`src/rtl/thermo_fn_pkg.sv`:
```
package thermo_fn_pkg;

  localparam int SP_BITS = 72;
  localparam int NUM_OPS = 3;
  localparam int OP_CONV = 0;
  localparam int OP_COPY = 1;
  localparam int OP_RECALL = 2;

  typedef enum logic [7:0] {
    CMD_CONVERT = 8'h44,
    CMD_WR_LIM  = 8'h4E,
    CMD_RD_SP   = 8'hBE,
    CMD_COPY    = 8'h48,
    CMD_RECALL  = 8'hB8,
    CMD_PWR     = 8'hB4
  } fn_cmd_e;

  typedef enum logic [2:0] {
    S_IDLE, S_CMD, S_WRITE, S_READ, S_STAT, S_PWR, S_DONE
  } seq_state_e;

  // Reflected form of x^8+x^5+x^4+1, data LSB first, register starts at 0.
  function automatic logic [7:0] crc8_lsb_first(input logic [63:0] data);
    logic [7:0] c;
    logic fb;
    c = '0;
    for (int i = 0; i < 64; i++) begin
      fb = c[0] ^ data[i];
      c  = c >> 1;
      if (fb) c = c ^ 8'h8C;
    end
    return c;
  endfunction

  // Window compare on temperature bits 8:1 against signed limits.
  function automatic logic alarm_hit(input logic [15:0] temp,
                                     input logic [7:0] hi,
                                     input logic [7:0] lo);
    logic signed [7:0] t;
    t = signed'(temp[8:1]);
    return (t > signed'(hi)) || (t < signed'(lo));
  endfunction

  function automatic logic [SP_BITS-1:0] pack_scratch(input logic [15:0] temp,
                                                      input logic [7:0] th,
                                                      input logic [7:0] tl,
                                                      input logic [7:0] remain);
    logic [63:0] body;
    body = {8'h10, remain, 8'hFF, 8'hFF, tl, th, temp[15:8], temp[7:0]};
    return {crc8_lsb_first(body), body};
  endfunction

endpackage

```
`src/rtl/thermo_busy_timer.sv`:
```
module thermo_busy_timer #(
  parameter int CYCLES = 16
) (
  input  logic clk,
  input  logic rst_n,
  input  logic start_i,
  output logic busy_o,
  output logic done_o
);
  localparam int CW = $clog2(CYCLES + 1);

  logic [CW-1:0] cnt_q;
  logic          busy_q;

  // A start while already busy is ignored.
  always_ff @(posedge clk or negedge rst_n) begin
    if (!rst_n) begin
      busy_q <= 1'b0;
      cnt_q  <= '0;
    end else if (start_i && !busy_q) begin
      busy_q <= 1'b1;
      cnt_q  <= CW'(CYCLES - 1);
    end else if (busy_q) begin
      if (cnt_q == '0) busy_q <= 1'b0;
      else             cnt_q  <= cnt_q - 1'b1;
    end
  end

  assign busy_o = busy_q;
  assign done_o = busy_q && (cnt_q == '0);

  // Independent length counter for the busy window.
  logic [CW:0] len_q;
  always_ff @(posedge clk or negedge rst_n) begin
    if (!rst_n)      len_q <= '0;
    else if (busy_q) len_q <= len_q + 1'b1;
    else             len_q <= '0;
  end

  p_busy_len_r6: assert property (@(posedge clk) disable iff (!rst_n)
    done_o |-> (len_q == (CW+1)'(CYCLES - 1)))
    else $error("busy window length differs from CYCLES");

endmodule

```
`src/rtl/thermo_scratch.sv`:
```
module thermo_scratch
  import thermo_fn_pkg::*;
#(
  parameter logic [15:0] TEMP_INIT   = 16'h00AA,
  parameter logic [7:0]  REMAIN_INIT = 8'h0C,
  parameter logic [7:0]  NV_TH_INIT  = 8'h4B,
  parameter logic [7:0]  NV_TL_INIT  = 8'hF6
) (
  input  logic               clk,
  input  logic               rst_n,
  input  logic               wr_th_en_i,
  input  logic               wr_tl_en_i,
  input  logic [7:0]         wr_byte_i,
  input  logic [NUM_OPS-1:0] op_done_i,
  input  logic [15:0]        conv_temp_i,
  input  logic [7:0]         conv_remain_i,
  output logic [SP_BITS-1:0] sp_vec_o,
  output logic               alarm_o
);
  logic [15:0] temp_q;
  logic [7:0]  remain_q, th_q, tl_q, nv_th_q, nv_tl_q;
  logic        alarm_q;

  wire conv_done_w   = op_done_i[OP_CONV];
  wire copy_done_w   = op_done_i[OP_COPY];
  wire recall_done_w = op_done_i[OP_RECALL];

  // Conversion result and alarm flag.
  always_ff @(posedge clk or negedge rst_n) begin
    if (!rst_n) begin
      temp_q   <= TEMP_INIT;
      remain_q <= REMAIN_INIT;
      alarm_q  <= 1'b0;
    end else if (conv_done_w) begin
      temp_q   <= conv_temp_i;
      remain_q <= conv_remain_i;
      alarm_q  <= alarm_hit(conv_temp_i, th_q, tl_q);
    end
  end

  // Limits: written by command, overwritten by a finished recall.
  always_ff @(posedge clk or negedge rst_n) begin
    if (!rst_n) begin
      th_q <= NV_TH_INIT;
      tl_q <= NV_TL_INIT;
    end else if (recall_done_w) begin
      th_q <= nv_th_q;
      tl_q <= nv_tl_q;
    end else begin
      if (wr_th_en_i) th_q <= wr_byte_i;
      if (wr_tl_en_i) tl_q <= wr_byte_i;
    end
  end

  // Nonvolatile store model.
  always_ff @(posedge clk or negedge rst_n) begin
    if (!rst_n) begin
      nv_th_q <= NV_TH_INIT;
      nv_tl_q <= NV_TL_INIT;
    end else if (copy_done_w) begin
      nv_th_q <= th_q;
      nv_tl_q <= tl_q;
    end
  end

  assign sp_vec_o = pack_scratch(temp_q, th_q, tl_q, remain_q);
  assign alarm_o  = alarm_q;

  p_temp_hold_r6: assert property (@(posedge clk) disable iff (!rst_n)
    !conv_done_w |=> $stable(temp_q))
    else $error("temperature changed without conversion end");

  p_alarm_hold_r7: assert property (@(posedge clk) disable iff (!rst_n)
    !conv_done_w |=> $stable(alarm_q))
    else $error("alarm changed without conversion end");

  p_nv_hold_r8: assert property (@(posedge clk) disable iff (!rst_n)
    !copy_done_w |=> ($stable(nv_th_q) && $stable(nv_tl_q)))
    else $error("nonvolatile store changed without copy end");

  p_th_hold_r4: assert property (@(posedge clk) disable iff (!rst_n)
    (!wr_th_en_i && !recall_done_w) |=> $stable(th_q))
    else $error("upper limit changed without write or recall");

endmodule

```
`src/rtl/thermo_fn_seq.sv`:
```
module thermo_fn_seq
  import thermo_fn_pkg::*;
(
  input  logic               clk,
  input  logic               rst_n,
  input  logic               sel_i,
  input  logic               bus_rst_i,
  input  logic               wr_valid_i,
  input  logic               wr_bit_i,
  input  logic               rd_slot_i,
  input  logic               parasite_i,
  input  logic [NUM_OPS-1:0] op_busy_i,
  input  logic [SP_BITS-1:0] sp_vec_i,
  output logic               rd_bit_o,
  output logic [NUM_OPS-1:0] op_start_o,
  output logic               wr_th_en_o,
  output logic               wr_tl_en_o,
  output logic [7:0]         wr_byte_o
);
  localparam int PW = $clog2(SP_BITS);

  seq_state_e    st_q;
  logic [3:0]    cnt_q;
  logic [7:0]    shreg_q;
  logic [PW-1:0] rd_ptr_q;
  logic [1:0]    stat_sel_q;

  logic [7:0] byte_nxt;
  logic       cmd_done, wr_bit_ev;

  assign byte_nxt  = {wr_bit_i, shreg_q[7:1]};
  assign wr_bit_ev = wr_valid_i && !bus_rst_i;
  assign cmd_done  = (st_q == S_CMD) && wr_bit_ev && (cnt_q[2:0] == 3'd7);

  always_comb begin
    op_start_o = '0;
    op_start_o[OP_CONV]   = cmd_done && (byte_nxt == CMD_CONVERT);
    op_start_o[OP_COPY]   = cmd_done && (byte_nxt == CMD_COPY);
    op_start_o[OP_RECALL] = cmd_done && (byte_nxt == CMD_RECALL);
  end

  assign wr_th_en_o = (st_q == S_WRITE) && wr_bit_ev && (cnt_q == 4'd7);
  assign wr_tl_en_o = (st_q == S_WRITE) && wr_bit_ev && (cnt_q == 4'd15);
  assign wr_byte_o  = byte_nxt;

  always_comb begin
    unique case (st_q)
      S_READ:  rd_bit_o = sp_vec_i[rd_ptr_q];
      S_STAT:  rd_bit_o = !op_busy_i[stat_sel_q];
      S_PWR:   rd_bit_o = !parasite_i;
      default: rd_bit_o = 1'b1;
    endcase
  end

  always_ff @(posedge clk or negedge rst_n) begin
    if (!rst_n) begin
      st_q       <= S_IDLE;
      cnt_q      <= '0;
      shreg_q    <= '0;
      rd_ptr_q   <= '0;
      stat_sel_q <= '0;
    end else if (bus_rst_i) begin
      st_q     <= S_IDLE;
      cnt_q    <= '0;
      rd_ptr_q <= '0;
    end else begin
      unique case (st_q)
        S_IDLE: if (sel_i) begin
          st_q  <= S_CMD;
          cnt_q <= '0;
        end
        S_CMD: if (wr_valid_i) begin
          shreg_q <= byte_nxt;
          cnt_q   <= cnt_q + 1'b1;
          if (cnt_q[2:0] == 3'd7) begin
            case (byte_nxt)
              CMD_CONVERT: begin st_q <= S_STAT; stat_sel_q <= 2'(OP_CONV);   end
              CMD_COPY:    begin st_q <= S_STAT; stat_sel_q <= 2'(OP_COPY);   end
              CMD_RECALL:  begin st_q <= S_STAT; stat_sel_q <= 2'(OP_RECALL); end
              CMD_WR_LIM:  begin st_q <= S_WRITE; cnt_q <= '0; end
              CMD_RD_SP:   begin st_q <= S_READ; rd_ptr_q <= '0; end
              CMD_PWR:     st_q <= S_PWR;
              default:     st_q <= S_DONE;
            endcase
          end
        end
        S_WRITE: if (wr_valid_i) begin
          shreg_q <= byte_nxt;
          cnt_q   <= cnt_q + 1'b1;
          if (cnt_q == 4'd15) st_q <= S_DONE;
        end
        S_READ: if (rd_slot_i) begin
          if (rd_ptr_q == PW'(SP_BITS - 1)) st_q <= S_DONE;
          else rd_ptr_q <= rd_ptr_q + 1'b1;
        end
        S_PWR: if (rd_slot_i) st_q <= S_DONE;
        default: ;
      endcase
    end
  end

  p_rd_ptr_range_r2: assert property (@(posedge clk) disable iff (!rst_n)
    rd_ptr_q < PW'(SP_BITS))
    else $error("read pointer out of range");

  p_abort_r5: assert property (@(posedge clk) disable iff (!rst_n)
    bus_rst_i |=> rd_bit_o)
    else $error("read slot not released after bus reset");

  p_one_start_r1: assert property (@(posedge clk) disable iff (!rst_n)
    $onehot0(op_start_o))
    else $error("more than one operation started");

endmodule

```
`src/rtl/thermo_fn_unit.sv`:
```
module thermo_fn_unit
  import thermo_fn_pkg::*;
#(
  parameter int          CONV_CYCLES   = 40,
  parameter int          COPY_CYCLES   = 20,
  parameter int          RECALL_CYCLES = 10,
  parameter logic [15:0] TEMP_INIT     = 16'h00AA,
  parameter logic [7:0]  REMAIN_INIT   = 8'h0C,
  parameter logic [7:0]  NV_TH_INIT    = 8'h4B,
  parameter logic [7:0]  NV_TL_INIT    = 8'hF6
) (
  input  logic        clk,
  input  logic        rst_n,
  input  logic        sel_i,
  input  logic        bus_rst_i,
  input  logic        wr_valid_i,
  input  logic        wr_bit_i,
  input  logic        rd_slot_i,
  output logic        rd_bit_o,
  input  logic        parasite_i,
  input  logic [15:0] conv_temp_i,
  input  logic [7:0]  conv_remain_i,
  output logic        spu_o,
  output logic        alarm_o
);
  logic [NUM_OPS-1:0] op_start, op_busy, op_done;
  logic [SP_BITS-1:0] sp_vec;
  logic               wr_th_en, wr_tl_en;
  logic [7:0]         wr_byte;

  thermo_fn_seq u_seq (
    .clk        (clk),
    .rst_n      (rst_n),
    .sel_i      (sel_i),
    .bus_rst_i  (bus_rst_i),
    .wr_valid_i (wr_valid_i),
    .wr_bit_i   (wr_bit_i),
    .rd_slot_i  (rd_slot_i),
    .parasite_i (parasite_i),
    .op_busy_i  (op_busy),
    .sp_vec_i   (sp_vec),
    .rd_bit_o   (rd_bit_o),
    .op_start_o (op_start),
    .wr_th_en_o (wr_th_en),
    .wr_tl_en_o (wr_tl_en),
    .wr_byte_o  (wr_byte)
  );

  for (genvar g = 0; g < NUM_OPS; g++) begin : g_op
    localparam int CYC = (g == OP_CONV) ? CONV_CYCLES :
                         (g == OP_COPY) ? COPY_CYCLES : RECALL_CYCLES;
    thermo_busy_timer #(.CYCLES(CYC)) u_tmr (
      .clk     (clk),
      .rst_n   (rst_n),
      .start_i (op_start[g]),
      .busy_o  (op_busy[g]),
      .done_o  (op_done[g])
    );
  end

  thermo_scratch #(
    .TEMP_INIT   (TEMP_INIT),
    .REMAIN_INIT (REMAIN_INIT),
    .NV_TH_INIT  (NV_TH_INIT),
    .NV_TL_INIT  (NV_TL_INIT)
  ) u_sp (
    .clk           (clk),
    .rst_n         (rst_n),
    .wr_th_en_i    (wr_th_en),
    .wr_tl_en_i    (wr_tl_en),
    .wr_byte_i     (wr_byte),
    .op_done_i     (op_done),
    .conv_temp_i   (conv_temp_i),
    .conv_remain_i (conv_remain_i),
    .sp_vec_o      (sp_vec),
    .alarm_o       (alarm_o)
  );

  assign spu_o = parasite_i && (op_busy[OP_CONV] || op_busy[OP_COPY]);

  p_spu_start_r12: assert property (@(posedge clk) disable iff (!rst_n)
    (op_start[OP_CONV] && parasite_i) |=> (spu_o || !parasite_i))
    else $error("strong pullup not raised for parasite conversion");

  p_spu_ext_r12: assert property (@(posedge clk) disable iff (!rst_n)
    !parasite_i |-> !spu_o)
    else $error("strong pullup raised while externally powered");

endmodule

```
`config.mk`:
```
export PLATFORM = sky130hd
export DESIGN_NAME = thermo_fn_unit
export DESIGN_NICKNAME = d
export VERILOG_FILES = /design/src/rtl/thermo_fn_pkg.sv /design/src/rtl/thermo_busy_timer.sv /design/src/rtl/thermo_scratch.sv /design/src/rtl/thermo_fn_seq.sv /design/src/rtl/thermo_fn_unit.sv
export SDC_FILE = /design/constraint.sdc
export NUM_CORES = 1
export LEC_CHECK = 0
export ABC_CLOCK_PERIOD_IN_PS = 5500
export BUFFER_PORTS_ARGS = -buffer_cell sky130_fd_sc_hd__buf_2
export CAP_MARGIN = 20
export CORE_UTILIZATION = 40
export CTS_CLUSTER_DIAMETER = 80
export DETAILED_ROUTE_END_ITERATION = 12
export SETUP_SLACK_MARGIN = 0.02
export SYNTH_ARGS = -nofsm -noshare
export SYNTH_HDL_FRONTEND = slang
export SYNTH_HIERARCHICAL = 1
export SYNTH_SLANG_ARGS = --single-unit
```
`constraint.sdc`:
```
create_clock -name clk -period 5.5 [get_ports clk]
set_clock_uncertainty 0.15 [all_clocks]
set_input_delay 0.275 -clock clk [delete_from_list [all_inputs] [get_ports clk]]
set_output_delay 0.275 -clock clk [all_outputs]
set_load 0.03 [all_outputs]
```
**Word-level counts from Yosys, hierarchy flattened**

Cells that the tools add are included.

- Flip-flop bits (word level): 99
- Input port bits: 32
- Output and inout port bits: 3
- Logic and storage cells: 322

- Add/subtract/negate cells: 5
- Order comparisons: 4
- Equal/unequal tests: 28
- Muxes and demuxes: 117
- Bitwise logic cells: 103
- Reduce and logical (&&, ||, !) cells: 47

Operator list:

| kind | number |
|---|---|
| $mux 8 | 68 |
| $not 2->3 | 63 |
| $mux 7 | 6 |
| $xor 1x1->1 | 39 |
| $mux 4 | 9 |
| $mux 3 | 9 |
| $ne 3x3->1 const B | 9 |
| $eq 8x7->1 const B | 3 |
| $eq 8x8->1 const B | 3 |
| $mux 6 | 3 |
| $logic_and 1x1->1 | 16 |
| $mux 5 | 3 |
| $pmux 3 s5 | 1 |
| $pmux 7 s2 | 1 |
| $pmux 3 s4 | 1 |
| $pmux 4 s3 | 1 |
| $mux 1 | 11 |
| $reduce_bool 2->1 | 5 |
| $eq 3x3->1 const B | 3 |
| $reduce_and 9->1 | 1 |
| $gt 8x8->1 | 1 |
| $lt 7x8->1 const B | 1 |
| $lt 8x8->1 | 1 |
| $add 7x1->7 const B | 1 |
| 33 further kinds | 45 |

**Logic depth before layout (Yosys ltp)**

- Depth after elaboration: 130
- Depth in mapped cells: 14
- Gate-level depth less buffers: 13

**Cells and area by module**

The synthesis kept the hierarchy.

By module, submodules not included:

| module | instances | cells each | area an instance (um^2) | sequential area each (um^2) |
|---|---|---|---|---|
| thermo_scratch | 1 | 343 | 4174.0 | 1458.9 |
| thermo_fn_seq | 1 | 232 | 2110.8 | 575.6 |
| thermo_busy_timer (g_op[0].u_tmr) | 1 | 43 | 416.6 | 175.2 |
| thermo_busy_timer (g_op[1].u_tmr) | 1 | 31 | 324.1 | 150.1 |
| thermo_busy_timer (g_op[2].u_tmr) | 1 | 28 | 269.0 | 125.1 |
| thermo_fn_unit | 1 | 1 | 7.5 | 0.0 |

**Worst setup path before layout**

No wires, ideal clock.

- Path type: reg-to-output
- Start point: register u_sp.temp_q[1]
- End point: output rd_bit_o
- Data arrival time: 4798 ps
- Required time: 5075 ps
- Slack: 277 ps
- Stages on the path, launching flop included: 15
- Buffers on the path: 1
- Path through: dfstp_2 buf_4 xnor3_2 xnor2_4 xnor3_1 xnor3_1 xnor2_1 xor3_1 xnor2_1 xor3_1 mux4_1 mux2_2 and3_1 a2111oi_2 nand3b_1

- Elaborated cells between the ends (all ways): 161
- Those cells by class: mux (66); bitwise (95)

RTL lines:

| item | line | source |
|---|---|---|
| start: declaration | thermo_scratch.sv:20 | `logic [15:0] temp_q;` |
| start signal: assignment | thermo_scratch.sv:35 | `temp_q <= conv_temp_i;` |
| $xor 1x1->1 * | thermo_fn_pkg.sv:28 | `fb = c[0] ^ data[i];` |
| $mux 8 * (3 in a row) | thermo_fn_pkg.sv:30 | `if (fb) c = c ^ 8'h8C;` |
| $xor 1x1->1 / $mux 8 (equally long branches) | thermo_fn_pkg.sv:28, thermo_fn_pkg.sv:30 |  |
| $mux 8 * | thermo_fn_pkg.sv:30 |  |
| $not 2->3 (no line) / $xor 1x1->1 (equally long branches) | -- |  |
| $mux 8 * (3 in a row) | thermo_fn_pkg.sv:30 |  |
| $xor 1x1->1 / $mux 8 (equally long branches) | thermo_fn_pkg.sv:28, thermo_fn_pkg.sv:30 |  |
| $mux 8 * | thermo_fn_pkg.sv:30 |  |
| [... 65 more ...] | -- |  |
| $not 2->3 (no line) / $mux 8 (equally long branches) | -- |  |
| $mux 8 * | thermo_fn_pkg.sv:30 |  |
| $not 2->3 (no line) / $mux 8 (equally long branches) | -- |  |
| $mux 8 * (7 in a row) | thermo_fn_pkg.sv:30 |  |
| net sp_vec[68] | thermo_fn_unit.sv:27 | `logic [SP_BITS-1:0] sp_vec;` |
| $bmux 1 s7 * | thermo_fn_seq.sv:48 | `S_READ: rd_bit_o = sp_vec_i[rd_ptr_q];` |
| $mux 1 (implied by the code) * | thermo_fn_seq.sv:48 |  |
| $pmux 1 s3 * | thermo_fn_seq.sv:47 | `unique case (st_q)` |
| end: declaration | thermo_fn_unit.sv:19 | `output logic rd_bit_o,` |

Mark *: on every way through the listed nets, which the timed path passes. The select of a mux whose other input is x is not followed.

**Worst setup path in the final report**

- Start point: register u_sp.temp_q[3]
- End point: output rd_bit_o

- Elaborated cells between the ends (all ways): 155
- Those cells by class: mux (64); bitwise (91)

RTL lines:

| item | line |
|---|---|
| $xor 1x1->1 * | thermo_fn_pkg.sv:28 |
| $mux 8 * (3 in a row) | thermo_fn_pkg.sv:30 |
| $xor 1x1->1 / $mux 8 (equally long branches) | thermo_fn_pkg.sv:28, thermo_fn_pkg.sv:30 |
| $mux 8 * (3 in a row) | thermo_fn_pkg.sv:30 |
| $xor 1x1->1, or another cell as far along | thermo_fn_pkg.sv:28 |
| $mux 8 * (3 in a row) | thermo_fn_pkg.sv:30 |
| $xor 1x1->1, or another cell as far along | thermo_fn_pkg.sv:28 |
| $mux 8 * | thermo_fn_pkg.sv:30 |
| [... 59 more ...] | -- |
| $not 2->3 (no line) / $mux 8 (equally long branches) | -- |
| $mux 8 * | thermo_fn_pkg.sv:30 |
| $not 2->3 (no line) / $mux 8 (equally long branches) | -- |
| $mux 8 * (7 in a row) | thermo_fn_pkg.sv:30 |
| net sp_vec[68] | thermo_fn_unit.sv:27 |
| $bmux 1 s7 * | thermo_fn_seq.sv:48 |
| $mux 1 (implied by the code) * | thermo_fn_seq.sv:48 |
| $pmux 1 s3 * | thermo_fn_seq.sv:47 |

Marks and branches as above.

==> impl_metrics.tcl <==
set metrics [dict create \
    numCtsBuffers 9 \
    drc 2 \
    worstPathArrival_ps 4980 \
    power.switching_uw 525.2 \
    grt_pass1_vias 5350 \
    synth_area_mm2 0.007302 \
    r2r_slack_ps 2780 \
    p_seq_share_pct 48.6 \
    cts_tree "yes" \
    fp.dieH_um 137.1 \
    routed_wirelength_mm 16.52 \
    hold_violations 0 \
    wl_per_cell_um 17.23 \
    power_frac_comb_pct 16.6 \
    first_pass_iters 8 \
    dp_hpwl_mm 12.14 \
    status "complete, but fails checks" \
    chipWidth_um 137.1 \
    core_mm2 0.01790 \
    min_path_type "in -> reg" \
    setup_ws_ps 96.63 \
    setup_viol 0 \
    cts.sinks 98 \
    syn-instance-count 678 \
    grt_max_degree 82 \
    antenna_found_initial 0 \
    areaGrowthSynthToFinish_pct 13.49 \
    pin_count 35 \
    pwr-share-clk_pct 34.8 \
    antenna_cells 0 \
    root_buffer "clkbuf_16" \
    critPathRequiredTime_ps 5080 \
    maxSlewHeadroom_pct 32.44 \
    clock_path_buffers 2 \
    grt_setup_unrepaired "yes" \
    path_clk_slew_ps 70 \
    htreeDepth 3 \
    p_int_mw 1.208 \
    synth_edf_count 0 \
    drive_gt1_share_pct 26.71 \
    tns_ps 0 \
    final_cell_mix "dfrtp_1 (71), mux2_2 (53), xnor2_1 (52)" \
    viasPerCell 5.333 \
    worst_pin_slew_ps 1010 \
    post-route-period-util_pct 98.24 \
    gp_congestion 0.8919 \
    num_vias 5114 \
    dieArea_mm2 0.01880 \
    async_reset_ff_share_pct 100.0 \
    ys_warn_count 6 \
    grt_overflow 0 \
    path_class "reg -> out" \
    preCtsSetupSlack_ps 41.51 \
    slew_viol_final 0 \
    min_path_cells 2 \
    start_kind "flip-flop" \
    ys_types 78 \
    switching_share_pct 30.31 \
    grt.total_usage_pct 19.01 \
    peakVddDrop_v 0.0001636 \
    floorplan.rows 49 \
    synth_flop_cell "dfrtp_1" \
    clock_latency_ps 360 \
    ys_ff_latch 98 \
    violations "design-rule violations" \
    crit_fanout 4 \
    syn_area_per_cell_um2 10.77 \
    first_iter_violations 282 \
    ant_nets 0 \
    p_leak_nw 3.592 \
    max_freq_ghz 0.1851 \
    fin_crit_ps 5403 \
    endpoint_kind "output port" \
    portBuffers 34 \
    ys_seq_area_share_pct 34.03 \
    fin_util_pct 46.29 \
    start_util_pct 40.79 \
    power_mw 1.733 \
    hold_slack_ps 13.00 \
    grt_pass1_wl_mm 27.30 \
    nets 780 \
    worst_r2r_path_depth 8 \
    max_cap_violations 0 \
    power_density_mw_per_mm2 209.1 \
    final_common_cell "dfrtp_1" \
]
==> final cells by class <==
class	instances	area (um^2)
timing repair buffer	66	491.7
inverter	30	112.6
multi-input combinational	520	4631
tap	229	286.5
clock buffer	10	229.0
sequential	98	2486
clock inverter	6	50.05
fill	1652	9615
==> what timing repair did <==
action                                  CTS  global route
hold buffers                             13             0
setup buffers                            11             0
endpoints found under the setup margin    1             1
pin swaps                                21             0
endpoints found under the hold margin    29             0
gates resized for setup                  27             3
==> synth_stat cells (5+ instances only) <==
cell type	n	share of area, %
o21ai_0	31	2.1
nand2b_1	12	1.0
buf_2	8	0.55
a31oi_1	5	0.43
a21oi_1	11	0.75
inv_1	30	1.5
a21o_1	7	0.72
xnor2_1	65	7.8
ha_1	23	3.9
nand2_1	37	1.9
buf_4	28	2.9
nor2b_1	8	0.69
nand3_1	17	1.2
mux2i_1	41	5.6
dfstp_2	26	9.4
clkbuf_1	12	0.62
o21ai_1	9	0.62
o22ai_1	5	0.43
nor2_1	30	1.5
o21a_1	6	0.62
dfrtp_1	72	25
mux2_2	53	8.2
xor2_1	14	1.7
nor3_1	6	0.41
o31ai_1	5	0.51
xnor3_1	18	5.6
==> layer usage <==
| layer | global-route usage [%] | up-vias | wire length (um) |
|---|---|---|---|
| met5 | 0 | - | 0 |
| met3 | 3.630 | 28 | 549 |
| met1 | 24.53 | 2540 | 7558 |
| met4 | 5.556 | 0 | 322 |
| met2 | 32.18 | 95 | 8090 |
| li1 | - | 2451 | - |
==> path summary, 6_finish.rpt <==
check / from / to
setup / recovery: u_sp/temp_q[3] / rd_bit_o
hold / removal: conv_remain_i[3] / u_sp/remain_q[3]
setup reg to reg: g_op[0].u_tmr/cnt_q[0] / u_sp/alarm_o
hold reg to reg: u_sp/nv_th_q[5] / u_sp/th_q[5]
max in group asynchronous: rst_n / u_sp/remain_q[2]
min in group asynchronous: rst_n / u_sp/alarm_o
==> flip-flops by register name, summed over array words and instances, names as in the netlist <==
name / count
g_op.u_tmr/busy_o: 3
g_op.u_tmr/cnt_q: 15
u_seq/cnt_q: 4
u_seq/rd_ptr_q: 7
u_seq/shreg_q: 7
u_seq/st_q: 3
u_seq/stat_sel_q: 2
u_sp/alarm_o: 1
u_sp/nv_th_q: 8
u_sp/nv_tl_q: 8
u_sp/remain_q: 8
u_sp/temp_q: 16
u_sp/th_q: 8
u_sp/tl_q: 8
==> critical path, cell delays in order, from the launching register on <==
cell and delay [ps]:
dfstp_2 580, xnor2_2 170, xnor3_2 470, xnor2_4 190
xnor2_2 210, xnor3_2 410, xor3_2 450, xnor2_2 190
xor3_1 430, mux4_2 480, mux2_2 280, and3_1 190
a2111oi_2 210, nand3b_1 190, buf_6 180
==> kinds of logic after synthesis <==
group / share of synthesized area, %
compound gates: 9.750
xor+xnor: 18.57
buf+inv: 5.792
flops: 34.03
other cells: 0.1028
simple gates: 12.06
fa+ha+maj: 3.941
mux: 15.75
==> stage by stage <==
stage                     std cells  cell area [um^2]
after detailed placement        918              7586
after global routing            959              8287
after floorplan                 700              7385
after CTS                       958              8243
final                           959              8287
after global placement          918              7586
==> power by group through the flow <==
stage          logic [mW]  clock network, mW  registers, mW
6_report            0.287              0.603          0.843
5_1_grt             0.320              0.652          0.850
4_1_cts             0.284              0.628          0.841
3_5_place_dp        0.272                  0          0.855
3_3_place_gp        0.264                  0          0.852
2_1_floorplan       0.237                  0          0.809
No activity file was read; power rests on OpenSTA's default activity.
